### src/rtl/pirq_pkg.sv
package pirq_pkg;
  localparam int unsigned PINS_PER_SLOT = 4;
  localparam int unsigned LINES         = 4;
  localparam int unsigned REG_W         = 8;
  localparam int unsigned ADDR_W        = $clog2(LINES);

  typedef logic [REG_W-1:0] route_t;

  // power-up steering values, index = line
  localparam route_t PROF0_VAL [LINES] = '{8'h80, 8'h80, 8'h80, 8'h80};
  localparam route_t PROF1_VAL [LINES] = '{8'h0A, 8'h0A, 8'h0B, 8'h0B};

  // slot rotation: pin p of slot s lands on line (p + s - 1) mod LINES
  function automatic int unsigned fold_line(int unsigned slot, int unsigned pin);
    return (pin + slot + LINES - 1) % LINES;
  endfunction

  // a steering byte is a live route when its off flag is clear and the number fits
  function automatic logic route_ok(route_t v, int unsigned nirq);
    return !v[REG_W-1] && ({25'd0, v[REG_W-2:0]} < nirq);
  endfunction
endpackage

### src/rtl/pirq_swizzle.sv
module pirq_swizzle
  import pirq_pkg::*;
#(
  parameter int unsigned NUM_SLOTS = 8
) (
  input  logic                                clk,
  input  logic                                rst_n,
  input  logic [NUM_SLOTS*PINS_PER_SLOT-1:0]  dev_int,
  output logic [LINES-1:0]                    pirq_q
);
  localparam int unsigned PIN_W = NUM_SLOTS * PINS_PER_SLOT;

  function automatic logic [PIN_W-1:0] line_mask(int unsigned l);
    logic [PIN_W-1:0] m;
    m = '0;
    for (int unsigned s = 0; s < NUM_SLOTS; s++)
      for (int unsigned p = 0; p < PINS_PER_SLOT; p++)
        if (fold_line(s, p) == l) m[s*PINS_PER_SLOT+p] = 1'b1;
    return m;
  endfunction

  logic [LINES-1:0] line_fold;

  for (genvar l = 0; l < LINES; l++) begin : g_fold
    assign line_fold[l] = |(dev_int & line_mask(l));
  end

  always_ff @(posedge clk) begin
    if (!rst_n) pirq_q <= '0;
    else        pirq_q <= line_fold;
  end

  AST_PIRQ_QUIET: assert property (@(posedge clk) disable iff (!rst_n)
    (dev_int == '0) |=> (pirq_q == '0));
  AST_PIRQ_WAKE: assert property (@(posedge clk) disable iff (!rst_n)
    (|dev_int) |=> (|pirq_q));
endmodule

### src/rtl/pirq_route_regs.sv
module pirq_route_regs
  import pirq_pkg::*;
(
  input  logic                       clk,
  input  logic                       rst_n,
  input  logic                       rst_profile,
  input  logic                       reg_we,
  input  logic [ADDR_W-1:0]          reg_addr,
  input  logic [REG_W-1:0]           reg_wdata,
  output logic [REG_W-1:0]           reg_rdata,
  output logic [LINES-1:0][REG_W-1:0] route_q
);
  for (genvar l = 0; l < LINES; l++) begin : g_reg
    logic hit_wr;
    assign hit_wr = reg_we && (reg_addr == ADDR_W'(l));
    always_ff @(posedge clk) begin
      if (!rst_n)      route_q[l] <= rst_profile ? PROF1_VAL[l] : PROF0_VAL[l];
      else if (hit_wr) route_q[l] <= reg_wdata;
    end
  end

  assign reg_rdata = route_q[reg_addr];

  AST_WRITE_LANDS: assert property (@(posedge clk) disable iff (!rst_n)
    reg_we |=> (route_q[$past(reg_addr)] == $past(reg_wdata)));
  AST_HOLD_IDLE: assert property (@(posedge clk) disable iff (!rst_n)
    !reg_we |=> $stable(route_q));
endmodule

### src/rtl/pirq_irq_merge.sv
module pirq_irq_merge
  import pirq_pkg::*;
#(
  parameter int unsigned NUM_IRQS = 16
) (
  input  logic [LINES-1:0]            pirq_q,
  input  logic [LINES-1:0][REG_W-1:0] route_q,
  output logic [LINES-1:0]            line_live,
  output logic [NUM_IRQS-1:0]         irq_o
);
  for (genvar l = 0; l < LINES; l++) begin : g_live
    assign line_live[l] = pirq_q[l] && route_ok(route_q[l], NUM_IRQS);
  end

  for (genvar i = 0; i < NUM_IRQS; i++) begin : g_irq
    logic [LINES-1:0] hit;
    for (genvar l = 0; l < LINES; l++) begin : g_hit
      assign hit[l] = line_live[l] && (route_q[l][REG_W-2:0] == (REG_W-1)'(i));
    end
    assign irq_o[i] = |hit;
  end
endmodule

### src/rtl/pci_irq_router.sv
module pci_irq_router
  import pirq_pkg::*;
#(
  parameter int unsigned NUM_SLOTS = 8,
  parameter int unsigned NUM_IRQS  = 16
) (
  input  logic                               clk,
  input  logic                               rst_n,
  input  logic                               rst_profile,
  input  logic [NUM_SLOTS*PINS_PER_SLOT-1:0] dev_int,
  input  logic                               reg_we,
  input  logic [ADDR_W-1:0]                  reg_addr,
  input  logic [REG_W-1:0]                   reg_wdata,
  output logic [REG_W-1:0]                   reg_rdata,
  output logic [NUM_IRQS-1:0]                irq_o
);
  logic [LINES-1:0]            pirq_q;
  logic [LINES-1:0][REG_W-1:0] route_q;
  logic [LINES-1:0]            line_live;
  logic                        all_off;

  pirq_swizzle #(.NUM_SLOTS(NUM_SLOTS)) i_swizzle (
    .clk(clk), .rst_n(rst_n), .dev_int(dev_int), .pirq_q(pirq_q)
  );

  pirq_route_regs i_regs (
    .clk(clk), .rst_n(rst_n), .rst_profile(rst_profile),
    .reg_we(reg_we), .reg_addr(reg_addr), .reg_wdata(reg_wdata),
    .reg_rdata(reg_rdata), .route_q(route_q)
  );

  pirq_irq_merge #(.NUM_IRQS(NUM_IRQS)) i_merge (
    .pirq_q(pirq_q), .route_q(route_q), .line_live(line_live), .irq_o(irq_o)
  );

  always_comb begin
    all_off = 1'b1;
    for (int l = 0; l < LINES; l++) all_off = all_off && route_q[l][REG_W-1];
  end

  AST_FANOUT_BOUND: assert property (@(posedge clk) disable iff (!rst_n)
    $countones(irq_o) <= $countones(pirq_q));
  AST_OFF_SILENT: assert property (@(posedge clk) disable iff (!rst_n)
    all_off |-> (irq_o == '0));
  AST_IDLE_QUIET: assert property (@(posedge clk) disable iff (!rst_n)
    (pirq_q == '0) |-> (irq_o == '0));
endmodule

### config.mk
export PLATFORM = sky130hd
export DESIGN_NAME = pci_irq_router
export DESIGN_NICKNAME = d
export VERILOG_FILES = /design/src/rtl/pirq_pkg.sv /design/src/rtl/pirq_swizzle.sv /design/src/rtl/pirq_route_regs.sv /design/src/rtl/pirq_irq_merge.sv /design/src/rtl/pci_irq_router.sv
export SDC_FILE = /design/constraint.sdc
export NUM_CORES = 1
export LEC_CHECK = 0
export ABC_AREA = 1
export BUFFER_PORTS_ARGS = -buffer_cell sky130_fd_sc_hd__buf_2
export CORE_ASPECT_RATIO = 0.6
export CORE_UTILIZATION = 45
export DETAILED_ROUTE_END_ITERATION = 12
export PLACE_DENSITY = 0.8
export SYNTH_ARGS = -nofsm -noshare
export SYNTH_HDL_FRONTEND = slang
export SYNTH_HIERARCHICAL = 1
export SYNTH_SLANG_ARGS = --single-unit
export TNS_END_PERCENT = 5
### constraint.sdc
create_clock -name clk -period 3.84 [get_ports clk]
set_clock_uncertainty 0.1 [all_clocks]
set_input_delay 0.576 -clock clk [delete_from_list [all_inputs] [get_ports clk]]
set_output_delay 0.576 -clock clk [all_outputs]
set_load 0.05 [all_outputs]
Word-level counts from Yosys, hierarchy flattened --
Index checks and enable logic that the tools add are counted.
Word-level totals: register bits 36, output and inout port bits 24, word-level logic and storage cells 194
Cells by class: magnitude comparators 5, eq/ne operators 67, muxes and demuxes 12, reductions and logical operators 105
Operators by type and width (count):
- $eq 7x4->1 const B | 32
- $eq 7x3->1 const B | 16
- $mux 8 | 11
- $logic_and 1x1->1 | 76
- $reduce_or 4->1 | 16
- $eq 7x2->1 const B | 8
- $reduce_or 8->1 | 4
- $eq 7x1->1 const B | 4
- $logic_not 7->1 | 4
- $lt 7x5->1 const B | 4
- $bmux 8 s2 | 1
- $ne 2x1->1 const B | 4
- $eq 2x2->1 const B | 2
- $logic_not 1->1 | 4
- $lt 2x3->1 const B | 1
- $eq 2x1->1 const B | 1
- $logic_not 2->1 | 1

Depth between registers and ports, before layout --
depth in word-level cells 5, gate-level depth with buffers 7, gate-level depth less buffers 6

Cells and area by module --
Netlist, hierarchy kept.
Modules (own cells, without submodules):
- pirq_route_regs | instances 1, cells each 137, area each 1415.1 µm², sequential area each 960.9 µm²
- pirq_irq_merge | instances 1, cells each 252, area each 1128.6 µm², sequential area each 0.0 µm²
- pirq_swizzle | instances 1, cells each 37, area each 203.9 µm², sequential area each 80.1 µm²

Worst setup path before layout --
Ideal clock, no wire load.
path kind input -> output, from in reg_addr[0], to out reg_rdata[3], arrival time 1.358 ns, required time 3.164 ns, path slack 1.806 ns, stages 7, cells stage by stage buf_6 inv_8 buf_8 nand2_2 nand2_1 nand2_1 nand2_1
Between the ends: longest elaborated chain between the ends 2
RTL lines:
- start, declared | RTL line pci_irq_router.sv:12 | input logic [ADDR_W-1:0] reg_addr,
- $bmux 8 s2 | RTL line pirq_route_regs.sv:22 | assign reg_rdata = route_q[reg_addr];
- $mux 8 (not written as such) | RTL line pirq_route_regs.sv:22
- end, declared | RTL line pci_irq_router.sv:14 | output logic [REG_W-1:0] reg_rdata,
Every way passes these cells. The select of a mux whose other input is x is not followed.

Worst setup path in the final report --
from reg i_regs/route_q[0] (netlist name), to out irq_o[0]
Between the ends: longest elaborated chain between the ends 5, elaborated cells on any way between the ends 6
RTL lines:
- start, declared | RTL line pirq_route_regs.sv:11 | output logic [LINES-1:0][REG_W-1:0] route_q
- start signal, assigned by index | RTL line pirq_route_regs.sv:17 | if (!rst_n) route_q[l] <= rst_profile ? PROF1_VAL[l] : PROF0_VAL[l];
- start signal, assigned by index | RTL line pirq_route_regs.sv:18 | else if (hit_wr) route_q[l] <= reg_wdata;
- $lt 7x5->1 | RTL line pirq_pkg.sv:20 | return !v[REG_W-1] && ({25'd0, v[REG_W-2:0]} < nirq);
- $logic_and 1x1->1 | RTL line pirq_pkg.sv:20
- $logic_and 1x1->1 | RTL line pirq_irq_merge.sv:12 | assign line_live[l] = pirq_q[l] && route_ok(route_q[l], NUM_IRQS);
- $logic_and 1x1->1 * | RTL line pirq_irq_merge.sv:18 | assign hit[l] = line_live[l] && (route_q[l][REG_W-2:0] == (REG_W-1)'(i));
- $reduce_or 4->1 * | RTL line pirq_irq_merge.sv:20 | assign irq_o[i] = |hit;
- end, declared | RTL line pci_irq_router.sv:15 | output logic [NUM_IRQS-1:0] irq_o
Mark *: on every way between the ends. The rest lies on a longest branch, timed or not.

==> metrics.md <==
| Metric | Value |
|---|---|
| Layout cell share with drive strength beyond 1 | 26.9% |
| WL final | 7.22 mm |
| CP required | 3.16 ns |
| First-pass GRT wire length | 12.0 mm |
| Final min period | 2.42 ns |
| Tcrit/Tclk final | 63.0% |
| Multi-input gate area | 0.00147 mm^2 |
| Largest net degree at the start of global routing | 20 |
| FF+latch area | 0.00104 mm^2 |
| Post-CTS Setup Inserts | 0 |
| Core area | 0.00570 mm^2 |
| Initial Utilization | 47.9% |
| Fillers | 568 |
| Nets | 535 |
| DR WL/cell | 12.7 um |
| Commonest non-fill, non-tap cell in the layout | nand2_1 |
| Vias in the first global route | 2577 |
| Clock Path Buffers | 2 |
| Worst setup path startpoint | i_regs/route_q[0] |
| Crit-path max FO | 5 |
| Most frequent cells in the layout | 175 x nand2_1, 113 x nor2_1, 69 x buf_2 |
| Gate power share | 25.6% |
| VDD IR max | 242 uV |
| Clk slew on worst S/H paths | 0.06 ns |
| Psw | 0.353 mW |
| Resized cells post-CTS | 0 |
| Arrival @ worst endpoint | 1.74 ns |
| Worst setup EP type | output pin |
| H-Tree Depth | 2 |
| Initial antenna violation count | 0 |
| Critical path class | flop to output pin |
| HPWL after DPL | 5.76 mm |
| RSZ-0062 raised after global routing | false |
| Slew HR | 70.7% |
| Antenna cell count | 0 |
| Vias per cell | 4.82 |
| Setup TNS | 0 ns |
| Clock power frac | 23.9% |
| Final setup vio count | 0 |
| Area of the die | 0.00640 mm^2 |
| Area delta synth->final | 16.0% |
| RD Place Congestion | 0.926 |
| Hold Path Class | primary input to flop |
| Status | completed |
| # port buffers | 69 |
| Max Cap Viol | 0 |
| Pwr Density | 324 mW/mm^2 |
| I/O pin total | 70 |
| Sw Ratio | 34.5% |
| Fmax | 413 MHz |
| Reg power frac | 50.5% |
| Worst Hold Launch | dev_int[2] |
| Hold_buf cts | 0 |
| Die height | 62.4 um |
| Critical Path Source Type | flop |
| CTS tree | done |
| Cell Int Power | 0.672 mW |
| Drt drc | 0 |
| Mapped Cells | 422 |
| Cell Area, Placed | 0.00309 mm^2 |
| Syn nets | 468 |
| Syn Area/Cell | 6.48 um^2 |
| Finished layout cell area | 0.00317 mm^2 |
| CTS buffer count | 5 |
| Worst Tran Pin Value | 0.439 ns |
| Max-slew violation count | 0 |
| Synth Cell Area | 0.00273 mm^2 |
| Overflow left after global routing | 0 |
| 1st-pass router iterations | 5 |
| Die Wd | 103 um |
| GRT Resource Usage Total | 24.6% |
| Root Buffer | clkbuf_8 |
| Vias | 2747 |
| Ys Warns | 6 |
| Final hold vios | 0 |
| Row Count | 21 |
| Final ANT Viol Nets | 0 |
| Sink Count | 36 |
| Iter 0 DRT Violations | 337 |
| Cell leakage power | 1.50 nW |
-- state kept, by name, indices dropped and copies added, names as in the netlist --
name,flops
i_regs/route_q,32
i_swizzle/pirq_q,4
-- cell type report --
type	instances	area share, %
multi-input combinational	344	46.4
sequential	36	32.8
timing repair buffer	69	10.9
inverter	33	4.14
tap	80	3.16
clock buffer	7	2.41
clock inverter	1	0.118
-- routing by layer --
metal  track usage (%)  part of all wire [%]  vias up
met5                 0                     0        -
met4              3.93                  0.50        0
met3              4.95                   9.2        7
met2              36.2                    43      128
met1              37.5                    48     1212
li1                  -                     -     1400
-- worst max-delay path, stage by stage (launching register included) --
cell and delay (ns):
edfxtp_1 0.49, nor2_1 0.35, nand2_1 0.11, nor2_1 0.11, nor2_1 0.08, nand2_1 0.08, buf_2 0.26
-- per-stage QoR --
step | total power, mW | utilization [%] | instances | hold WS (ns) | setup slack, ns
floorplan | 0.705 | - | 422 | 0.639 | 1.81
global placement | 0.777 | 54.2 | 562 | 0.758 | 1.62
detailed placement | 0.784 | 54.2 | 562 | 0.766 | 1.60
CTS | 1.03 | 55.6 | 570 | 0.472 | 1.46
global route | 1.08 | 55.6 | 570 | 0.511 | 1.32
finish | 1.03 | 55.6 | 570 | 0.474 | 1.42
-- power by group through the flow --
stage	logic, mW	registers, mW	clock network [mW]
final	0.262	0.518	0.246
after global routing	0.288	0.523	0.267
after CTS	0.260	0.517	0.250
after detailed placement	0.259	0.525	0
after global placement	0.252	0.525	0
after floorplan	0.193	0.511	0
-- final timing paths --
path,to,depth (start not counted)
min,i_swizzle/pirq_q[1],5
max,irq_o[0],6
No activity file was read; power rests on OpenSTA's default activity.
